### config.mk
export PLATFORM = sky130hd
export DESIGN_NAME = pat_tracker
export DESIGN_NICKNAME = d
export VERILOG_FILES = /design/src/rtl/pat_pkg.sv /design/src/rtl/pat_slot.sv /design/src/rtl/pat_trig_fifo.sv /design/src/rtl/pat_tracker.sv
export SDC_FILE = /design/constraint.sdc
export NUM_CORES = 1
export LEC_CHECK = 0
export CAP_MARGIN = 15
export CORE_MARGIN = 2
export CORE_UTILIZATION = 35
export CTS_BUF_LIST = sky130_fd_sc_hd__clkbuf_4
export DETAILED_ROUTE_END_ITERATION = 10
export PLACE_DENSITY = 0.56
export SYNTH_ARGS = -nofsm -noshare
export SYNTH_HDL_FRONTEND = slang
export SYNTH_SLANG_ARGS = --single-unit
### constraint.sdc
create_clock -name clk -period 6.7 [get_ports clk]
set_clock_uncertainty 0.2 [all_clocks]
set_input_delay 1.34 -clock clk [delete_from_list [all_inputs] [get_ports clk]]
set_output_delay 1.34 -clock clk [all_outputs]
set_load 0.05 [all_outputs]
### src/rtl/pat_pkg.sv
package pat_pkg;
    typedef enum logic {
        SLOT_FREE = 1'b0,
        SLOT_BUSY = 1'b1
    } slot_st_t;
endpackage

### src/rtl/pat_slot.sv
module pat_slot
    import pat_pkg::*;
#(
    parameter int ADDR_W = 16,
    parameter int CNT_W  = 8,
    parameter int DATA_W = 32,
    parameter int ST_W   = 4
) (
    input  logic                     clk,
    input  logic                     rst_n,
    input  logic                     alloc_en,
    input  logic                     dealloc_en,
    input  logic                     upd_en,
    input  logic [ADDR_W-1:0]        in_addr,
    input  logic [ST_W-1:0]          in_state,
    input  logic [DATA_W-1:0]        in_data,
    input  logic                     in_dirty,
    input  logic signed [CNT_W-1:0]  delta,
    output logic                     busy,
    output logic [ADDR_W-1:0]        addr_q,
    output logic signed [CNT_W-1:0]  cnt_q,
    output logic [ST_W-1:0]          state_q,
    output logic [DATA_W-1:0]        data_q,
    output logic                     dirty_q
);
    slot_st_t st_q, st_d;

    // next-state: claim / release
    always_comb begin
        st_d = st_q;
        unique case (st_q)
            SLOT_FREE: if (alloc_en)   st_d = SLOT_BUSY;
            SLOT_BUSY: if (dealloc_en) st_d = SLOT_FREE;
        endcase
    end

    always_ff @(posedge clk) begin
        if (!rst_n) st_q <= SLOT_FREE;
        else        st_q <= st_d;
    end

    // payload and balance
    always_ff @(posedge clk) begin
        if (!rst_n) begin
            addr_q  <= '0;
            cnt_q   <= '0;
            state_q <= '0;
            data_q  <= '0;
            dirty_q <= 1'b0;
        end else if (alloc_en) begin
            addr_q  <= in_addr;
            cnt_q   <= '0;
            state_q <= in_state;
            data_q  <= in_data;
            dirty_q <= in_dirty;
        end else if (upd_en) begin
            cnt_q   <= cnt_q - delta;
        end
    end

    assign busy = (st_q == SLOT_BUSY);
endmodule

### src/rtl/pat_trig_fifo.sv
module pat_trig_fifo #(
    parameter int W     = 16,
    parameter int DEPTH = 4
) (
    input  logic         clk,
    input  logic         rst_n,
    input  logic         push,
    input  logic [W-1:0] push_data,
    input  logic         pop,
    output logic         out_valid,
    output logic [W-1:0] out_data,
    output logic         is_full,
    output logic         ovf
);
    localparam int PTR_W = (DEPTH > 1) ? $clog2(DEPTH) : 1;
    localparam int CNT_W = $clog2(DEPTH + 1);

    logic [W-1:0]     mem [DEPTH];
    logic [PTR_W-1:0] wr_q, rd_q;
    logic [CNT_W-1:0] cnt_q;
    logic             do_pop, do_push;

    assign out_valid = (cnt_q != '0);
    assign is_full   = (cnt_q == CNT_W'(DEPTH));
    assign do_pop    = pop && out_valid;
    assign do_push   = push && (!is_full || do_pop);
    assign out_data  = mem[rd_q];

    function automatic logic [PTR_W-1:0] bump(input logic [PTR_W-1:0] p);
        return (p == PTR_W'(DEPTH - 1)) ? '0 : p + 1'b1;
    endfunction

    always_ff @(posedge clk) begin
        if (!rst_n) begin
            wr_q  <= '0;
            rd_q  <= '0;
            cnt_q <= '0;
            ovf   <= 1'b0;
        end else begin
            ovf <= push && !do_push;
            if (do_push) wr_q <= bump(wr_q);
            if (do_pop)  rd_q <= bump(rd_q);
            if (do_push && !do_pop)      cnt_q <= cnt_q + 1'b1;
            else if (do_pop && !do_push) cnt_q <= cnt_q - 1'b1;
        end
    end

    always_ff @(posedge clk) begin
        if (do_push) mem[wr_q] <= push_data;
    end
endmodule

### src/rtl/pat_tracker.sv
module pat_tracker
    import pat_pkg::*;
#(
    parameter int ADDR_W  = 16,
    parameter int CNT_W   = 8,
    parameter int DATA_W  = 32,
    parameter int ST_W    = 4,
    parameter int ENTRIES = 4,
    parameter int QDEPTH  = 4
) (
    input  logic                     clk,
    input  logic                     rst_n,
    input  logic                     alloc_valid,
    input  logic [ADDR_W-1:0]        alloc_addr,
    input  logic [ST_W-1:0]          alloc_state,
    input  logic [DATA_W-1:0]        alloc_data,
    input  logic                     alloc_dirty,
    output logic                     alloc_ok,
    output logic                     full,
    input  logic                     dealloc_valid,
    input  logic [ADDR_W-1:0]        dealloc_addr,
    input  logic                     upd_valid,
    input  logic [ADDR_W-1:0]        upd_addr,
    input  logic signed [CNT_W-1:0]  upd_delta,
    output logic                     upd_err,
    input  logic [ADDR_W-1:0]        lkp_addr,
    output logic                     lkp_hit,
    output logic [CNT_W-1:0]         lkp_count,
    output logic [ST_W-1:0]          lkp_state,
    output logic [DATA_W-1:0]        lkp_data,
    output logic                     lkp_dirty,
    output logic                     trig_valid,
    output logic [ADDR_W-1:0]        trig_addr,
    input  logic                     trig_pop,
    output logic                     trig_ovf
);
    localparam int IDX_W = (ENTRIES > 1) ? $clog2(ENTRIES) : 1;

    logic [ENTRIES-1:0]       busy;
    logic [ADDR_W-1:0]        slot_addr  [ENTRIES];
    logic signed [CNT_W-1:0]  slot_cnt   [ENTRIES];
    logic [ST_W-1:0]          slot_state [ENTRIES];
    logic [DATA_W-1:0]        slot_data  [ENTRIES];
    logic [ENTRIES-1:0]       slot_dirty;

    logic [ENTRIES-1:0] alloc_hit_vec, dealloc_hit_vec, upd_hit_vec, lkp_hit_vec;
    logic [IDX_W-1:0]   free_idx;
    logic               alloc_dup, upd_hit, trig_push, q_full;
    logic signed [CNT_W-1:0] sel_cnt, new_cnt;

    generate
        for (genvar g = 0; g < ENTRIES; g++) begin : g_slot
            assign alloc_hit_vec[g]   = busy[g] && (slot_addr[g] == alloc_addr);
            assign dealloc_hit_vec[g] = busy[g] && (slot_addr[g] == dealloc_addr);
            assign upd_hit_vec[g]     = busy[g] && (slot_addr[g] == upd_addr);
            assign lkp_hit_vec[g]     = busy[g] && (slot_addr[g] == lkp_addr);

            pat_slot #(
                .ADDR_W(ADDR_W), .CNT_W(CNT_W), .DATA_W(DATA_W), .ST_W(ST_W)
            ) slot_i (
                .clk       (clk),
                .rst_n     (rst_n),
                .alloc_en  (alloc_ok && (free_idx == IDX_W'(g))),
                .dealloc_en(dealloc_valid && dealloc_hit_vec[g]),
                .upd_en    (upd_valid && upd_hit_vec[g]),
                .in_addr   (alloc_addr),
                .in_state  (alloc_state),
                .in_data   (alloc_data),
                .in_dirty  (alloc_dirty),
                .delta     (upd_delta),
                .busy      (busy[g]),
                .addr_q    (slot_addr[g]),
                .cnt_q     (slot_cnt[g]),
                .state_q   (slot_state[g]),
                .data_q    (slot_data[g]),
                .dirty_q   (slot_dirty[g])
            );
        end
    endgenerate

    // lowest-numbered free slot
    always_comb begin
        free_idx = '0;
        for (int i = ENTRIES - 1; i >= 0; i--) begin
            if (!busy[i]) free_idx = IDX_W'(i);
        end
    end

    assign full      = &busy;
    assign alloc_dup = |alloc_hit_vec;
    assign alloc_ok  = alloc_valid && !full && !alloc_dup;
    assign upd_hit   = |upd_hit_vec;

    // one-hot selection of update and lookup entries
    always_comb begin
        sel_cnt   = '0;
        lkp_count = '0;
        lkp_state = '0;
        lkp_data  = '0;
        lkp_dirty = 1'b0;
        for (int i = 0; i < ENTRIES; i++) begin
            if (upd_hit_vec[i]) sel_cnt = sel_cnt | slot_cnt[i];
            if (lkp_hit_vec[i]) begin
                lkp_count = lkp_count | slot_cnt[i];
                lkp_state = lkp_state | slot_state[i];
                lkp_data  = lkp_data  | slot_data[i];
                lkp_dirty = lkp_dirty | slot_dirty[i];
            end
        end
    end
    assign lkp_hit = |lkp_hit_vec;

    assign new_cnt   = sel_cnt - upd_delta;
    assign trig_push = upd_valid && upd_hit && (new_cnt == '0);

    always_ff @(posedge clk) begin
        if (!rst_n) upd_err <= 1'b0;
        else        upd_err <= upd_valid && !upd_hit;
    end

    pat_trig_fifo #(.W(ADDR_W), .DEPTH(QDEPTH)) trig_q_i (
        .clk      (clk),
        .rst_n    (rst_n),
        .push     (trig_push),
        .push_data(upd_addr),
        .pop      (trig_pop),
        .out_valid(trig_valid),
        .out_data (trig_addr),
        .is_full  (q_full),
        .ovf      (trig_ovf)
    );
endmodule

==> results.toml, run 1 <==
[critical_path]
r2r_slack_ns = 1.33
crit_arrival_ns = 4.52
path_max_fanout = 22
crit_chain = "clkdlybuf4s50_1, xor2_1, nor4_1, nand4_1, nor4_4, buf_4, a22oi_1, nand2_1, clkdlybuf4s50_1"
rr_endpoint = "trig_q_i.cnt_q[2]"
worstPathRequired_ns = 5.16
path_class = "in2out"
crit_path_max_incr_delay_ns = 0.82
reg2reg_from = "g_slot[3].slot_i.addr_q[15]"
r2r_cells = 19
critical-path-slowest-cell = "clkdlybuf4s50_1"
start_kind = "input pin"
worst_setup_path_end_kind = "primary output"
cp-startpoint = "lkp_addr[15]"
cpMostUsedCell = "clkdlybuf4s50_1"

[placement]
place.gp.congestion = 1.02
dp.cells = 2509
portBuffers = 181
dpl.hpwl_um = 42000
place_ws_ns = 0.0578

[timing]
fin_crit_sh = 0.905
hold_viol = 0
min_period_ns = 6.06
finalSetupTns_ns = 0
hold_ws_ns = 0.292
slew_headroom = 0.337
rsz0062_at_grt = "no"
worst_slew_pin_slew_ns = 0.995
setup_viol = 0
fmax_ghz = 0.165
timing.final.ws_setup_ns = 0.638
slew_viol_final = 0

[synth]
ys_seq_area_frac = 0.411
syn_nets = 1945
synth_edf_count = 64
synth_commonest_cells = "dfxtp_1 (259), nor2_1 (258), mux2i_1 (231)"
synthTopCellsByArea = "dfxtp_1 (30%), mux2i_1 (13%), edfxtp_1 (11%)"
ys_ff_latch = 323
async_reset_ff_frac = 0
synth_area_leader_cell = "dfxtp_1"
ys_dominant_reg_cell = "dfxtp_1"
syn_area_um2 = 17300
synth_top_area_share = 0.300
yosysUniqueCellTypes = 54
syn_avg_cell_area_um2 = 9.68
post-synth-top-count-cell = "dfxtp_1"
ys_warn_count = 0
syn_inst = 1784

[route]
ant_nets = 0
dr.first_iter.drc_count = 853
viasPerCell = 5.13
drc = 0
via_count = 13700
post_drt_wl_per_cell_um = 22.7
routed_wl_um = 60600
first_pass_iters = 5

[floorplanning]
die_area_um2 = 51200
die_y_um = 226
core_um2 = 48800
die_w_um = 226
io-pin-count = 182
initial_core_util = 0.354
rows = 81

[global_route]
antenna_found_initial = 4
grt_pass1_vias = 14000
grt-ovfl-total = 0
track_usage = 0.239
grt_pass1_wl_um = 89800
grt_max_degree = 114

[power]
ir_worst_vdd_uv = 170
p_leak_uw = 0.00799
power-per-cell-area_nw_per_um2 = 209

[cts]
cts_resized = 0
cts_max_level = 3
insertion_delay_ns = 0.83
numCtsBuffers = 91
cts.reportedPaths.clkPinSlew_ns = 0.05
cts_root_buffer = "clkbuf_4"
cts_tree = "yes"
post-cts-setup-buffer-count = 0
cts_sinks = 323
max-clock-path-buffers = 3
hold_buffers = 0

[run]
cap_violations = 0

[layout]
drive_gt1_frac = 0.140
nFillCells = 4869
fin_util = 0.426
area_growth_pct = 20.5
finalNonFillerCells = 2675
nets = 2099

[min_path]
hold_depth = 2
hold_path_class = "reg2reg"
hp-start = "g_slot[3].slot_i.data_q[27]"
worstHoldEndpoint = "g_slot[3].slot_i.data_q[27]"

[outcome]
status = "completed"
==> worst max path at each step <==
stage                             end  slack (ns)  cells past startpoint
global route             lkp_data[26]        0.50                      9
global placement    trig_q_i.cnt_q[2]        0.15                     22
floorplan           trig_q_i.cnt_q[2]        0.97                     22
detailed placement  trig_q_i.cnt_q[2]        0.06                     22
CTS                      lkp_state[1]        0.64                      9
finish                   lkp_count[2]        0.64                      9
==> power breakdown <==
| part | internal [µW] | switching [µW] | total (µW) |
|---|---|---|---|
| Clock | 930 | 885 | 1820 |
| Combinational | 215 | 264 | 480 |
| Sequential | 2020 | 40.8 | 2060 |
==> state kept, by name, indices dropped and copies added, names as in the netlist, named ones only <==
signal                 cells
g_slot.slot_i.addr_q      64
trig_q_i.cnt_q             3
trig_q_i.rd_q              2
trig_q_i.wr_q              2
upd_err                    1
trig_q_i.mem              64
g_slot.slot_i.cnt_q       32
g_slot.slot_i.state_q     16
g_slot.slot_i.dirty_q      4
g_slot.slot_i.busy         4
trig_q_i.ovf               1
g_slot.slot_i.data_q     128
==> critical path, delay by kind of cell <==
family	cells	cell delay, ns
simple gates	4	1.00
xor+xnor	1	0.24
buf+inv	3	1.77
compound gates	1	0.14
==> final cells by class <==
class	instances	area [µm²]	share of cell area
well taps	664	831	0.0399
multi-input cells	1246	9350	0.449
flip-flops and latches	323	7110	0.341
clock inverters	33	176	0.00847
diodes	4	10.0	0.000481
clock buffers	129	968	0.0465
repair buffers	255	2300	0.110
inverters	21	83.8	0.00403
==> metrics by stage <==
| step | area (µm²) | power (µW) |
|---|---|---|
| 4_1_cts | 20800 | 4420 |
| 6_report | 20800 | 4350 |
| 3_3_place_gp | 19700 | 2570 |
| 5_1_grt | 20800 | 4560 |
| 3_5_place_dp | 19700 | 2580 |
| 2_1_floorplan | 17300 | 2380 |
==> layout by cell type (no fill, tap or decap), types with 82 or more instances in the layout <==
| cell | instances |
|---|---|
| a22oi_1 | 102 |
| buf_4 | 106 |
| clkbuf_4 | 129 |
| clkdlybuf4s50_1 | 148 |
| dfxtp_1 | 259 |
| mux2i_1 | 231 |
| nand2_1 | 82 |
| nor2_1 | 258 |
| xnor2_1 | 192 |
| xor2_1 | 92 |
==> routing by layer <==
layer  track usage  vias to the layer above  part of all wire
li1              -                     6466                 -
met1         0.293                     6620              0.42
met2         0.390                      490              0.47
met3        0.0588                      155             0.063
met4         0.116                        4             0.048
met5             0                        -           0.00045
==> kinds of logic after synthesis <==
group                      Yosys count  synth area share
buffers and inverters              215            0.0506
adders and majority gates           46            0.0355
and+or+nand+nor                    492             0.131
xor gates and xnor gates           285             0.145
AOI/OAI and AO/OA                  176            0.0711
muxes                              247             0.155
DFF                                323             0.411
Note: power is estimated with default switching activity, not from simulation.
==> run 2: changes to the inputs <==
--- a/config.mk
+++ b/config.mk
@@ -8,9 +8,10 @@
 export CAP_MARGIN = 15
 export CORE_MARGIN = 2
 export CORE_UTILIZATION = 35
-export CTS_BUF_LIST = sky130_fd_sc_hd__clkbuf_4
+export CTS_BUF_LIST = sky130_fd_sc_hd__clkbuf_16
 export DETAILED_ROUTE_END_ITERATION = 10
 export PLACE_DENSITY = 0.56
+export REMOVE_ABC_BUFFERS = 1
 export SYNTH_ARGS = -nofsm -noshare
 export SYNTH_HDL_FRONTEND = slang
 export SYNTH_SLANG_ARGS = --single-unit
==> results.toml, run 2 (synthesis gave the netlist of run 1 again) <==
[critical_path]
critPathTopFamily = "buffers and inverters"
cp_num_buf_inv = 3
crit_arrival_ns = 4.68
path_class = "in2out"
r2r_slack_ns = 1.51
worstPathRequired_ns = 5.16
critical-path-slowest-cell = "clkdlybuf4s50_1"
start_kind = "input pin"
crit_path_max_incr_delay_ns = 0.83
cpMostUsedCell = "clkdlybuf4s50_1"
rr_endpoint = "trig_q_i.cnt_q[2]"
crit_chain = "clkdlybuf4s50_1, xor2_1, nor4_1, nand4_1, nor4_4, buf_12, a22oi_1, nand2_1, clkdlybuf4s50_1"
r2r_cells = 21
reg2reg_from = "g_slot[3].slot_i.addr_q[12]"
worst_setup_path_end_kind = "primary output"
path_max_fanout = 46

[timing]
fmax_ghz = 0.161
hold_viol = 0
setup_viol = 0
finalSetupTns_ns = 0
min_period_ns = 6.22
rsz0062_at_grt = "no"
fin_crit_sh = 0.928
worst_slew_pin_slew_ns = 1.07
slew_headroom = 0.284
slew_viol_final = 0

[route]
viasPerCell = 5.11
ant_nets = 0
routed_wl_um = 53900
post_drt_wl_per_cell_um = 21.2
via_count = 13000
drc = 0
first_pass_iters = 4
dr.first_iter.drc_count = 756

[global_route]
track_usage = 0.212
grt-ovfl-total = 0
antenna_found_initial = 6
grt_max_degree = 130
grt_pass1_vias = 13300
grt_pass1_wl_um = 81300

[floorplanning]
core_um2 = 48800
die_w_um = 226
die_y_um = 226
initial_core_util = 0.354
io-pin-count = 182
die_area_um2 = 51200
rows = 81

[cts]
cts_max_level = 2
hold_buffers = 0
cts_root_buffer = "clkbuf_16"
cts_resized = 0
cts.reportedPaths.clkPinSlew_ns = 0.06
numCtsBuffers = 38
cts_sinks = 323
max-clock-path-buffers = 3
insertion_delay_ns = 0.56
cts_tree = "yes"
post-cts-setup-buffer-count = 0

[layout]
seq_area_um2 = 7110
top_regs = "g_slot.slot_i.data_q: 128 flops, g_slot.slot_i.addr_q: 64 flops, trig_q_i.mem: 64 flops"
multiInputGateArea_um2 = 9350
area_growth_pct = 19.7
final_common_cell = "dfxtp_1"
design_area_um2 = 20700
largest_reg_flops = 128
drive_gt1_frac = 0.0715
nFillCells = 4792
largest-register = "g_slot.slot_i.data_q"
nets = 2008
final_cell_mix = "dfxtp_1 (259), nor2_1 (258), mux2i_1 (231)"
finalNonFillerCells = 2539

[power]
p_leak_uw = 0.00769
power-per-cell-area_nw_per_um2 = 221
power_uw = 4580
ir_worst_vdd_uv = 201

[placement]
place.gp.congestion = 0.919
dpl.hpwl_um = 38100
postPlaceCellArea_um2 = 19500
dp.cells = 2471
portBuffers = 181

[min_path]
worstHoldEndpoint = "trig_q_i.rd_q[1]"
hold_depth = 2
hp-start = "trig_q_i.rd_q[1]"
hold_path_class = "reg2reg"

[run]
cap_violations = 0

[outcome]
status = "completed"
-- run 2: changes by cell type in the layout (fill, tap and decap cells not counted), sizes merged --
cell / change
buf: -63
bufinv: +3
clkbuf: -90
clkdlybuf4s50: +25
clkinv: -8
clkinvlp: -2
diode: -2
inv: +1
-- run 2: worst reg2reg max path, stage by stage, from the launching register on --
cell	delay [ns]
dfxtp_1	0.59
xor2_1	0.14
nor4_2	0.41
nand2_1	0.09
or4_4	0.60
nor2_8	0.20
a22oi_1	0.09
nand2_1	0.08
ha_1	0.23
a21oi_1	0.15
nor2_1	0.05
a2111oi_0	0.39
o311ai_1	0.26
nor3b_4	0.24
nand2_1	0.09
inv_1	0.06
ha_1	0.17
inv_1	0.06
fa_1	0.37
xor2_1	0.18
or3_1	0.31
a21oi_1	0.14
-- run 2: area by class of cell --
class                   count  share of cell area
flip-flops and latches    323               0.344
inverters                  21             0.00405
clock inverters            27              0.0122
repair buffers            217               0.101
multi-input cells        1246               0.452
clock buffers              39              0.0472
diodes                      2            0.000242
well taps                 664              0.0402
-- run 2: layer usage --
metal,share of wire,up-vias,global-route usage
met5,0.00078,-,0
met4,0.036,6,0.0830
met3,0.057,111,0.0480
met2,0.45,306,0.342
met1,0.45,6314,0.274
li1,-,6233,-
-- run 2: worst max-delay path by stage --
stage	from	end	cells after the start	slack (ns)
floorplan	alloc_addr[12]	g_slot[1].slot_i.cnt_q[2]	8	-1.83
global placement	upd_addr[1]	trig_q_i.cnt_q[2]	22	0.21
detailed placement	upd_addr[1]	trig_q_i.cnt_q[2]	22	0.19
CTS	lkp_addr[15]	lkp_count[6]	9	0.50
global route	lkp_addr[13]	lkp_data[16]	9	0.31
finish	lkp_addr[15]	lkp_count[6]	9	0.48
-- run 2: power breakdown --
group | leakage, µW | switching [µW] | internal (µW)
registers | 0.00268 | 50.9 | 2020
logic | 0.00440 | 240 | 208
clock network | 0.000619 | 845 | 1210
-- run 2: per-stage QoR --
step                      hold WS, ns  worst slack (ns)   util
after floorplan                 0.254             -1.83      -
after global placement          0.269             0.208  0.398
after detailed placement        0.278             0.186  0.398
after CTS                       0.292             0.496  0.423
after global routing            0.316             0.314  0.423
final                           0.284             0.481  0.424
==> run 3: changes to the inputs <==
--- a/config.mk
+++ b/config.mk
@@ -6,11 +6,13 @@
 export NUM_CORES = 1
 export LEC_CHECK = 0
 export CAP_MARGIN = 15
+export CELL_PAD_IN_SITES_DETAIL_PLACEMENT = 2
+export CELL_PAD_IN_SITES_GLOBAL_PLACEMENT = 2
 export CORE_MARGIN = 2
 export CORE_UTILIZATION = 35
 export CTS_BUF_LIST = sky130_fd_sc_hd__clkbuf_16
 export DETAILED_ROUTE_END_ITERATION = 10
-export PLACE_DENSITY = 0.56
+export PLACE_DENSITY = 0.8
 export REMOVE_ABC_BUFFERS = 1
 export SYNTH_ARGS = -nofsm -noshare
 export SYNTH_HDL_FRONTEND = slang
==> results.toml, run 3 (synthesis gave the netlist of run 1 again) <==
[layout]
nFillCells = 5215
nets = 2004
multiInputGateArea_um2 = 9350
drive_gt1_frac = 0.0688
area_growth_pct = 20.9
final_cell_mix = "dfxtp_1 (259), nor2_1 (258), mux2i_1 (231)"
top_regs = "g_slot.slot_i.data_q: 128 flops, g_slot.slot_i.addr_q: 64 flops, trig_q_i.mem: 64 flops"
largest_reg_flops = 128
seq_area_um2 = 7110
largest-register = "g_slot.slot_i.data_q"
final_common_cell = "dfxtp_1"

[min_path]
hold_path_class = "reg2reg"

[cts]
cts_root_buffer = "clkbuf_16"
cts_sinks = 323
insertion_delay_ns = 0.58
cts_max_level = 2
post-cts-setup-buffer-count = 0
hold_buffers = 0
cts_tree = "yes"
cts_resized = 0
numCtsBuffers = 40
max-clock-path-buffers = 3
cts.reportedPaths.clkPinSlew_ns = 0.06

[power]
power-per-cell-area_nw_per_um2 = 233
p_leak_uw = 0.00777
ir_worst_vdd_uv = 208

[floorplanning]
initial_core_util = 0.354
rows = 81
core_um2 = 48800
io-pin-count = 182
die_y_um = 226
die_w_um = 226
die_area_um2 = 51200

[placement]
place_ws_ns = 0.135
place.gp.congestion = 0.922
portBuffers = 181
dpl.hpwl_um = 44100

[critical_path]
path_class = "in2out"
worstPathRequired_ns = 5.16
worst_setup_path_end_kind = "primary output"
path_max_fanout = 8
crit_arrival_ns = 4.58
start_kind = "input pin"

[route]
first_pass_iters = 5
ant_nets = 0
dr.first_iter.drc_count = 697
via_count = 13600
routed_wl_um = 62800
drc = 0
viasPerCell = 5.35
post_drt_wl_per_cell_um = 24.7

[timing]
rsz0062_at_grt = "no"
setup_viol = 0
worst_slew_pin_slew_ns = 1.08
timing.final.ws_setup_ns = 0.577
hold_ws_ns = 0.295
slew_headroom = 0.280
hold_viol = 0
slew_viol_final = 0
fmax_ghz = 0.163
min_period_ns = 6.12
fin_crit_sh = 0.914

[run]
cap_violations = 0

[global_route]
grt_pass1_vias = 15400
grt-ovfl-total = 0
grt_max_degree = 114
antenna_found_initial = 6
grt_pass1_wl_um = 94700
track_usage = 0.246

[outcome]
status = "completed"
-- run 3: cell types whose count changed in the layout (fill, tap and decap cells not counted) --
| cell | before | now |
|---|---|---|
| buf_12 | 2 | 6 |
| clkbuf_16 | 39 | 41 |
| clkdlybuf4s50_1 | 173 | 175 |
| inv_1 | 23 | 27 |
| buf_4 | 42 | 29 |
| inv_6 | 2 | 1 |
| clkinv_2 | 8 | 6 |
| inv_16 | 0 | 2 |
| bufinv_16 | 4 | 8 |
| clkinv_8 | 2 | 0 |
| buf_16 | 0 | 1 |
-- run 3: final cells by class --
| cell class | instances | share of cell area |
|---|---|---|
| Clock inverter | 32 | 0.0180 |
| Multi-Input combinational cell | 1246 | 0.447 |
| Sequential cell | 323 | 0.340 |
| Antenna cell | 2 | 0.000240 |
| Timing Repair Buffer | 211 | 0.101 |
| Inverter | 21 | 0.00401 |
| Clock buffer | 41 | 0.0491 |
| Tap cell | 664 | 0.0398 |
-- run 3: power breakdown --
group / total [µW] / leakage, µW / switching, µW / internal (µW)
sequential: 2070 / 0.00268 / 54.1 / 2020
combinational: 465 / 0.00438 / 257 / 208
clock: 2330 / 0.000715 / 908 / 1430
-- run 3: worst paths after layout --
check / from / end / slack (ns) / cells past startpoint
worst min register to register: g_slot[3].slot_i.data_q[1] / g_slot[3].slot_i.data_q[1] / 0.29 / 2
worst min-delay path: g_slot[3].slot_i.data_q[1] / g_slot[3].slot_i.data_q[1] / 0.29 / 2
worst max-delay path: alloc_addr[2] / alloc_ok / 0.58 / 8
worst max register to register: g_slot[3].slot_i.addr_q[1] / trig_q_i.cnt_q[2] / 1.37 / 22
-- run 3: stage by stage --
step / cells / cell area [µm²] / utilization / TNS [ns] / total power (µW)
after floorplan: 1590 / 16500 / - / -194.95 / 2350
after global placement: 2464 / 19500 / 0.398 / 0 / 2550
after detailed placement: 2464 / 19500 / 0.398 / 0 / 2580
after CTS: 2537 / 20900 / 0.427 / 0 / 4930
after global routing: 2538 / 20900 / 0.428 / 0 / 5040
final: 2540 / 20900 / 0.428 / 0 / 4870
-- run 3: per-layer routing --
metal,routed length (µm),global-route usage,vias to the layer above
li1,-,-,6223
met2,30900,0.431,334
met5,57,0,-
met1,26300,0.297,6886
met4,2140,0.0927,8
met3,3380,0.0484,134
-- run 3: worst max-delay path: stages --
cell and delay (ns):
clkdlybuf4s50_1 0.87, xnor2_1 0.19, nand4_1 0.14, nor4_1 0.54
a32oi_1 0.19, nand3_1 0.36, nor2_1 0.20, clkdlybuf4s50_1 0.74
